## src/rtl/dmac_pkg.sv

```systemverilog
package dmac_pkg;
  typedef enum logic [1:0] {
    MODE_PLAIN = 2'b00,
    MODE_ACC32 = 2'b01,
    MODE_ACC64 = 2'b10,
    MODE_SPARE = 2'b11
  } macMode_t;

  typedef struct packed {
    logic capture;
    logic accEn;
    logic wide;
    logic sub;
    logic xchg;
    logic ovfClr;
  } ctrlStrobes_t;
endpackage

```

## src/rtl/dmac_ctrl.sv

```systemverilog
module dmac_ctrl
  import dmac_pkg::*;
(
  input  logic         clk,
  input  logic         rstN,
  input  logic         inValid,
  input  logic [1:0]   modeSel,
  input  logic         subSel,
  input  logic         xchgSel,
  input  logic         ovfClear,
  output ctrlStrobes_t strb,
  output logic         outValid
);
  macMode_t mode;

  assign mode = macMode_t'(modeSel);

  always_comb begin
    strb         = '0;
    strb.capture = inValid;
    strb.sub     = subSel;
    strb.xchg    = xchgSel;
    strb.ovfClr  = ovfClear;
    unique case (mode)
      MODE_ACC32: strb.accEn = 1'b1;
      MODE_ACC64: begin
        strb.accEn = 1'b1;
        strb.wide  = 1'b1;
      end
      default: ;  // plain and spare codes: products only
    endcase
  end

  // valid tracks the operation through the single result register stage
  always_ff @(posedge clk or negedge rstN) begin
    if (!rstN) outValid <= 1'b0;
    else       outValid <= inValid;
  end
endmodule

```

## src/rtl/dmac_datapath.sv

```systemverilog
module dmac_datapath
  import dmac_pkg::*;
#(
  parameter int HALF_W = 16
) (
  input  logic                  clk,
  input  logic                  rstN,
  input  ctrlStrobes_t          strb,
  input  logic [2*HALF_W-1:0]   opA,
  input  logic [2*HALF_W-1:0]   opB,
  input  logic [4*HALF_W-1:0]   accIn,
  output logic [2*HALF_W-1:0]   resLo,
  output logic [2*HALF_W-1:0]   resHi,
  output logic                  ovfSticky
);
  localparam int WORD_W = 2 * HALF_W;
  localparam int ACC_W  = 2 * WORD_W;
  localparam int LANES  = 2;

  logic signed [WORD_W-1:0] prod [LANES];

  // one multiplier per lane; exchange picks the other half of B
  for (genvar lane = 0; lane < LANES; lane++) begin : g_lane
    logic [HALF_W-1:0]        aHalf;
    logic [HALF_W-1:0]        bHalf;
    logic signed [WORD_W-1:0] aExt;
    logic signed [WORD_W-1:0] bExt;

    assign aHalf = opA[lane*HALF_W +: HALF_W];
    assign bHalf = strb.xchg ? opB[(LANES-1-lane)*HALF_W +: HALF_W]
                             : opB[lane*HALF_W +: HALF_W];
    assign aExt  = {{HALF_W{aHalf[HALF_W-1]}}, aHalf};
    assign bExt  = {{HALF_W{bHalf[HALF_W-1]}}, bHalf};
    assign prod[lane] = aExt * bExt;
  end

  logic signed [WORD_W:0] p0Ext;
  logic signed [WORD_W:0] p1Ext;
  logic signed [WORD_W:0] combined;
  logic [ACC_W-1:0]       accOp;
  logic [ACC_W-1:0]       total;
  logic                   fitsWord;
  logic                   ovfEvent;

  assign p0Ext    = {prod[0][WORD_W-1], prod[0]};
  assign p1Ext    = {prod[1][WORD_W-1], prod[1]};
  // subtraction takes the high-half product away from the low-half one
  assign combined = strb.sub ? (p0Ext - p1Ext) : (p0Ext + p1Ext);

  always_comb begin
    if (!strb.accEn)    accOp = '0;
    else if (strb.wide) accOp = accIn;
    else                accOp = {{WORD_W{accIn[WORD_W-1]}}, accIn[WORD_W-1:0]};
  end

  assign total    = {{(ACC_W-WORD_W-1){combined[WORD_W]}}, combined} + accOp;
  assign fitsWord = (&total[ACC_W-1:WORD_W-1]) | ~(|total[ACC_W-1:WORD_W-1]);
  assign ovfEvent = strb.capture & ~strb.wide & ~fitsWord;

  // result registers load only on a valid operation
  always_ff @(posedge clk or negedge rstN) begin
    if (!rstN) begin
      resLo <= '0;
      resHi <= '0;
    end else if (strb.capture) begin
      resLo <= total[WORD_W-1:0];
      resHi <= strb.wide ? total[ACC_W-1:WORD_W] : '0;
    end
  end

  // a new overflow wins over a clear in the same cycle
  always_ff @(posedge clk or negedge rstN) begin
    if (!rstN)            ovfSticky <= 1'b0;
    else if (ovfEvent)    ovfSticky <= 1'b1;
    else if (strb.ovfClr) ovfSticky <= 1'b0;
  end
endmodule

```

## src/rtl/dual_mac16.sv

```systemverilog
module dual_mac16
  import dmac_pkg::*;
#(
  parameter int HALF_W = 16
) (
  input  logic                clk,
  input  logic                rstN,
  input  logic                inValid,
  input  logic [2*HALF_W-1:0] opA,
  input  logic [2*HALF_W-1:0] opB,
  input  logic [4*HALF_W-1:0] accIn,
  input  logic [1:0]          modeSel,
  input  logic                subSel,
  input  logic                xchgSel,
  input  logic                ovfClear,
  output logic                outValid,
  output logic [2*HALF_W-1:0] resLo,
  output logic [2*HALF_W-1:0] resHi,
  output logic                ovfSticky
);
  ctrlStrobes_t strb;

  dmac_ctrl i_ctrl (
    .clk      (clk),
    .rstN     (rstN),
    .inValid  (inValid),
    .modeSel  (modeSel),
    .subSel   (subSel),
    .xchgSel  (xchgSel),
    .ovfClear (ovfClear),
    .strb     (strb),
    .outValid (outValid)
  );

  dmac_datapath #(.HALF_W(HALF_W)) i_dp (
    .clk       (clk),
    .rstN      (rstN),
    .strb      (strb),
    .opA       (opA),
    .opB       (opB),
    .accIn     (accIn),
    .resLo     (resLo),
    .resHi     (resHi),
    .ovfSticky (ovfSticky)
  );
endmodule

```

## config.mk

```make
export PLATFORM = sky130hd
export DESIGN_NAME = dual_mac16
export DESIGN_NICKNAME = d
export VERILOG_FILES = /design/src/rtl/dmac_pkg.sv /design/src/rtl/dmac_ctrl.sv /design/src/rtl/dmac_datapath.sv /design/src/rtl/dual_mac16.sv
export SDC_FILE = /design/constraint.sdc
export NUM_CORES = 2
export LEC_CHECK = 0
export ABC_AREA = 1
export BUFFER_PORTS_ARGS = -buffer_cell sky130_fd_sc_hd__buf_2
export CORE_MARGIN = 1.5
export CORE_UTILIZATION = 59
export DETAILED_ROUTE_END_ITERATION = 10
export PLACE_DENSITY = 0.81
export SLEW_MARGIN = 20
export SYNTH_ARGS = -nofsm -noshare
export SYNTH_HDL_FRONTEND = slang
export SYNTH_SLANG_ARGS = --single-unit
```

## constraint.sdc

```tcl
create_clock -name clk -period 0.8 [get_ports clk]
set_input_delay 0.04 -clock clk [delete_from_list [all_inputs] [get_ports clk]]
set_output_delay 0.04 -clock clk [all_outputs]
set_load 0.05 [all_outputs]
```

Yosys cells after proc, flatten, opt, wreduce, memory -nomap -nowiden
Cells that the tools add are included.

Add/subtract/negate cells: 3. Multiply operators: 2. Eq/ne operators: 2. Multiplexer cells: 10. Bitwise logic cells: 6. Reductions and logical operators: 4.

Operator list (number): $mux W64 (2); $add A64 B64 Y64 (1); $mul A16 B16 Y32 (2); $add A32 B32 Y33 (1); $mux W33 (1); $reduce_and A33 Y1 (1); $reduce_or A33 Y1 (1); $sub A32 B32 Y33 (1); $mux W16 (2); $mux W32 (1); $mux W1 (4); $not A1 Y1 (3); $and A1 B1 Y1 (2); $eq A2 B1 Y1 const B (1); $eq A2 B2 Y1 const B (1); $reduce_bool A2 Y1 (1); $reduce_or A2 Y1 (1); $or A1 B1 Y1 (1).

Flip-flop bits (word level): 66. Input bits: 136. Output and inout bits: 66. Logic and storage cells: 31.

Longest topological paths before layout
Word-level depth: 11. Depth in mapped cells: 70. Mapped depth without buffers: 65.

Modules after synthesis
Synthesis repeated with hierarchy kept, for this count alone.

Cells, all modules: 4414. Area, all modules: 30909.6 um^2.

By module, submodules not included: dmac_datapath (instances 1, cells an instance 4406, area an instance 30834.6 um^2, seq. area each 1626.6 um^2); dmac_ctrl (instances 1, cells an instance 8, area an instance 75.1 um^2, seq. area each 25.0 um^2).

Least setup slack after synthesis
No wires, ideal clock.

Path kind: input-to-reg. From: input port xchgSel. To: register i_dp.ovfSticky. Setup time: 118 ps. Data arrival time: 10052 ps. Data required time: 682 ps. Setup slack: -9370 ps. Stages on the path: 56. Path through: clkbuf_1 clkbuf_1 nand2_1 o21ai_1 clkbuf_1 nor2_1 fa_1 inv_1 fa_1 fa_1 fa_1 inv_1 fa_1 inv_1 fa_1 inv_1 ha_1 nand2_2 [20 not listed] inv_1 a21oi_1 o31ai_1 xor2_1 ha_1 nand2_1 nor2_1 nand2_1 o41ai_1 xnor2_1 inv_1 or2_2 nor2_1 nand3_1 nor3_1 nand4_1 nand3_1 nand2_1.

Word-level cells in the longest chain between the ends: 11. Elaborated cells on any way between the ends: 16.

RTL lines: start: declaration (RTL line dual_mac16.sv:14) `input logic xchgSel,`; $mux W16 (RTL line dmac_datapath.sv:30) `assign bHalf = strb.xchg ? opB[(LANES-1-lane)*HALF_W +: HALF_W]`; $mul A16 B16 Y32 (RTL line dmac_datapath.sv:34) `assign prod[lane] = aExt * bExt;`; $add A32 B32 Y33 or $sub A32 B32 Y33 (tied branches) (RTL line dmac_datapath.sv:48) `assign combined = strb.sub ? (p0Ext - p1Ext) : (p0Ext + p1Ext);`; $mux W33 (*) (RTL line dmac_datapath.sv:48); $add A64 B64 Y64 (*) (RTL line dmac_datapath.sv:56) `assign total = {{(ACC_W-WORD_W-1){combined[WORD_W]}}, combined} + accOp;`; $reduce_or A33 Y1 (RTL line dmac_datapath.sv:57) `assign fitsWord = (&total[ACC_W-1:WORD_W-1]) | ~(|total[ACC_W-1:WORD_W-1]);`; $not A1 Y1 (RTL line dmac_datapath.sv:57); $or A1 B1 Y1 (*) (RTL line dmac_datapath.sv:57); $not A1 Y1 (*) (RTL line dmac_datapath.sv:58) `assign ovfEvent = strb.capture & ~strb.wide & ~fitsWord;`; $and A1 B1 Y1 (*) (RTL line dmac_datapath.sv:58); $mux W1 or $reduce_bool A2 Y1 (tied branches); end signal: assignment (RTL line dmac_datapath.sv:73) `if (!rstN) ovfSticky <= 1'b0;`; end signal: assignment (RTL line dmac_datapath.sv:74) `else if (ovfEvent) ovfSticky <= 1'b1;`; end signal: assignment (RTL line dmac_datapath.sv:75) `else if (strb.ovfClr) ovfSticky <= 1'b0;`; end: declaration (RTL line dmac_datapath.sv:14) `output logic ovfSticky`.

Every way passes the cells marked *; elsewhere a longest branch is shown, timed or not. A chain may end at the register's enable or synchronous reset.

Worst setup path in the final report
Same ends and word-level chain as after synthesis.

==> metrics.yaml <==
clocking:
  clock_sinks: 66
  cts_root_buffer: "clkbuf_16"
  clock_latency_ns: 0.35
  cts.reportedPaths.clkPinSlew_ns: 0.06
  numCtsBuffers: 9
  tritoncts: "yes"
  cts_buffer_depth: 2
  cts_htree_levels: 3
yosys:
  synth_ff_type: "dfrtp_1"
  async_reset_ff_frac: 1.00
  synth.distinct_cells: 47
  synth.most_common_cell: "nand2_1"
  synth_enable_flop_cells: 0
  seq_area_frac_synth: 0.0536
  syn_area_um2: 30800
  synth_cells: 4379
  netlist.area_leader.share: 0.342
  syn_nets: 5289
  synthTopCellsByCount: "1,114 x nand2_1, 999 x inv_1, 526 x fa_1"
  synth-seq-cells: 66
  avgSynthCellArea_um2: 7.03
  yosys.area.top_type: "fa_1"
  synth_area_leaders: "fa_1 34%, nand2_1 14%, inv_1 12%, ha_1 10%, dfrtp_1 5.4%"
  yosys_warnings: 0
timing:
  max_slew_margin: -0.442
  setup_slack_ns: -9.44
  drv_slew: 3
  period_share: 12.8
  worst_pin_slew_ns: 2.14
  whs_ns: 0.0151
  skew_ns: 0
  fin_crit_ns: 10.24
  hold_viol: 0
  fmax_mhz: 97.7
  setup_viol: 131
  rsz0062_at_grt: "true"
global_route:
  grt-ovfl-total: 0
  grt_pass1_wl_um: 177000
  grt_max_degree: 67
  track_usage: 0.425
  antenna_found_initial: 4
  grt_pass1_vias: 34200
setup_path:
  worstSetupPathType: "primary input to flop"
  end_kind: "flop"
  timing.rr.end: "i_dp.resLo[14]"
  crit_path_start_kind: "primary input"
  cp_max_fo: 7
  critPathCapture: "i_dp.ovfSticky"
  r2r_slack_ns: 0.01
  critical_path.max_stage_delay_ns: 0.57
  timing.rr.start: "i_dp.resLo[14]"
  critPathMostFrequentCell: "nand2_1"
  slowest_stage: "fa_1"
  startpoint: "xchgSel"
  rr_worst_depth: 2
  crit_required_ns: 1.04
  cp.arrival_ns: 10.48
run:
  max_cap_violations: 1
placed_design:
  place_area_um2: 40800
  gp_congestion: 1.06
  dp_hpwl_um: 96000
  io_buffers: 201
  dp.cells: 6097
final_layout:
  area_growth_pct: 44.6
  postLayoutCellArea_um2: 44500
  multi_input_area_um2: 28400
  drive_above_1_share: 0.355
  nets: 6415
  seqCellArea_um2: 1650
  finalNonFillerCells: 6192
  final_util: 0.866
  fill_cells: 2772
detailed_routing:
  drt_iter0_markers: 3611
  dr.pass1.iters: 11
  drc_errors: 3
  drtAntennaViolNets: 0
  wl_um: 128000
  vias_per_cell: 5.70
  wl_per_cell_um: 20.6
  vias: 35300
die:
  start_util: 0.599
  coreArea_um2: 51400
  ioPinCount: 202
  rows: 83
  die_y_um: 231
  dieArea_um2: 53600
  die_x_um: 231
run_status:
  outcome: "finished with violations"
  violations: "DRC, capacitance limit, slew limit, setup timing"
hold_path:
  min_path_type: "primary input to flop"
routing by layer:
metal	track usage	wire, um	up-vias
met4	0.214	10600	8
met1	0.537	45500	16600
met2	0.686	55900	2513
met5	0	46	-
li1	-	-	15400
met3	0.0978	15600	819
worst min path at each step:
stage | to | cells after the start | slack (ns) | startpoint
floorplan | i_ctrl.outValid | 0 | -0.26 | rstN
global placement | i_dp.resHi[18] | 2 | 0.09 | rstN
detailed placement | i_dp.resHi[15] | 2 | 0.09 | rstN
CTS | i_dp.ovfSticky | 4 | 0.004 | ovfClear
global route | i_dp.ovfSticky | 4 | 0.02 | ovfClear
finish | i_dp.ovfSticky | 4 | 0.02 | ovfClear
kinds of logic after synthesis:
group / count (synthesis) / share of synthesized area
flip-flops: 66 / 0.0536
AO/OA/AOI/OAI: 375 / 0.0663
multiplexers: 2 / 0.000650
AND/OR/NAND/NOR: 1900 / 0.259
XOR/XNOR: 136 / 0.0389
buffers and inverters: 1126 / 0.139
adder cells (fa/ha/maj): 774 / 0.443
final cells by class:
class                           instances  share of cell area
Clock inverter                          6            0.000956
Antenna cell                            2            0.000112
Timing Repair Buffer                 1212               0.212
Inverter                             1029              0.0875
Multi-Input combinational cell       3187               0.638
Tap cell                              680              0.0191
Clock buffer                           10             0.00514
Sequential cell                        66              0.0371
worst max-delay path, delay by kind of cell:
| family | cells | cell delay, ns |
|---|---|---|
| adders and majority gates | 9 | 3.59 |
| and+or+nand+nor | 27 | 3.20 |
| buffers and inverters | 15 | 1.58 |
| AOI/OAI and AO/OA | 6 | 1.26 |
| xor gates and xnor gates | 3 | 0.79 |
metrics by stage:
step / worst slack, ns / TNS (ns)
floorplan: -8.35 / -428.57
global placement: -9.20 / -488.26
detailed placement: -9.43 / -500.04
CTS: -8.56 / -470.54
global route: -9.87 / -532.41
finish: -9.44 / -507.93
timing repair:
item	4_1_cts	5_1_grt
hold endpoints to repair	66	0
hold buffers	1	0
cloned	3	1
gates resized for setup	256	441
buffers inserted	41	35
pin swaps	79	171
endpoints found under the setup margin	131	131
sequential cells by signal, indices dropped and copies added (netlist names):
name and flops:
i_dp.resHi 32, i_dp.ovfSticky 1, i_ctrl.outValid 1, i_dp.resLo 32
cells in the final DEF, fill, tap and decap left out, types with 65 or more instances in the layout:
master	Yosys	final
buf_4	0	940
nor2_1	432	365
nand3_1	147	108
ha_4	0	77
buf_6	4	73
dfrtp_1	66	65
xor2_1	82	67
ha_1	248	166
nand2_1	1114	940
fa_1	526	519
a21oi_1	189	125
buf_2	0	161
inv_1	999	956
nand2_2	48	187
Power is left out: the tool's default activity adds up to more than one toggle a clock period on the data nets, which glitch-free logic cannot reach.
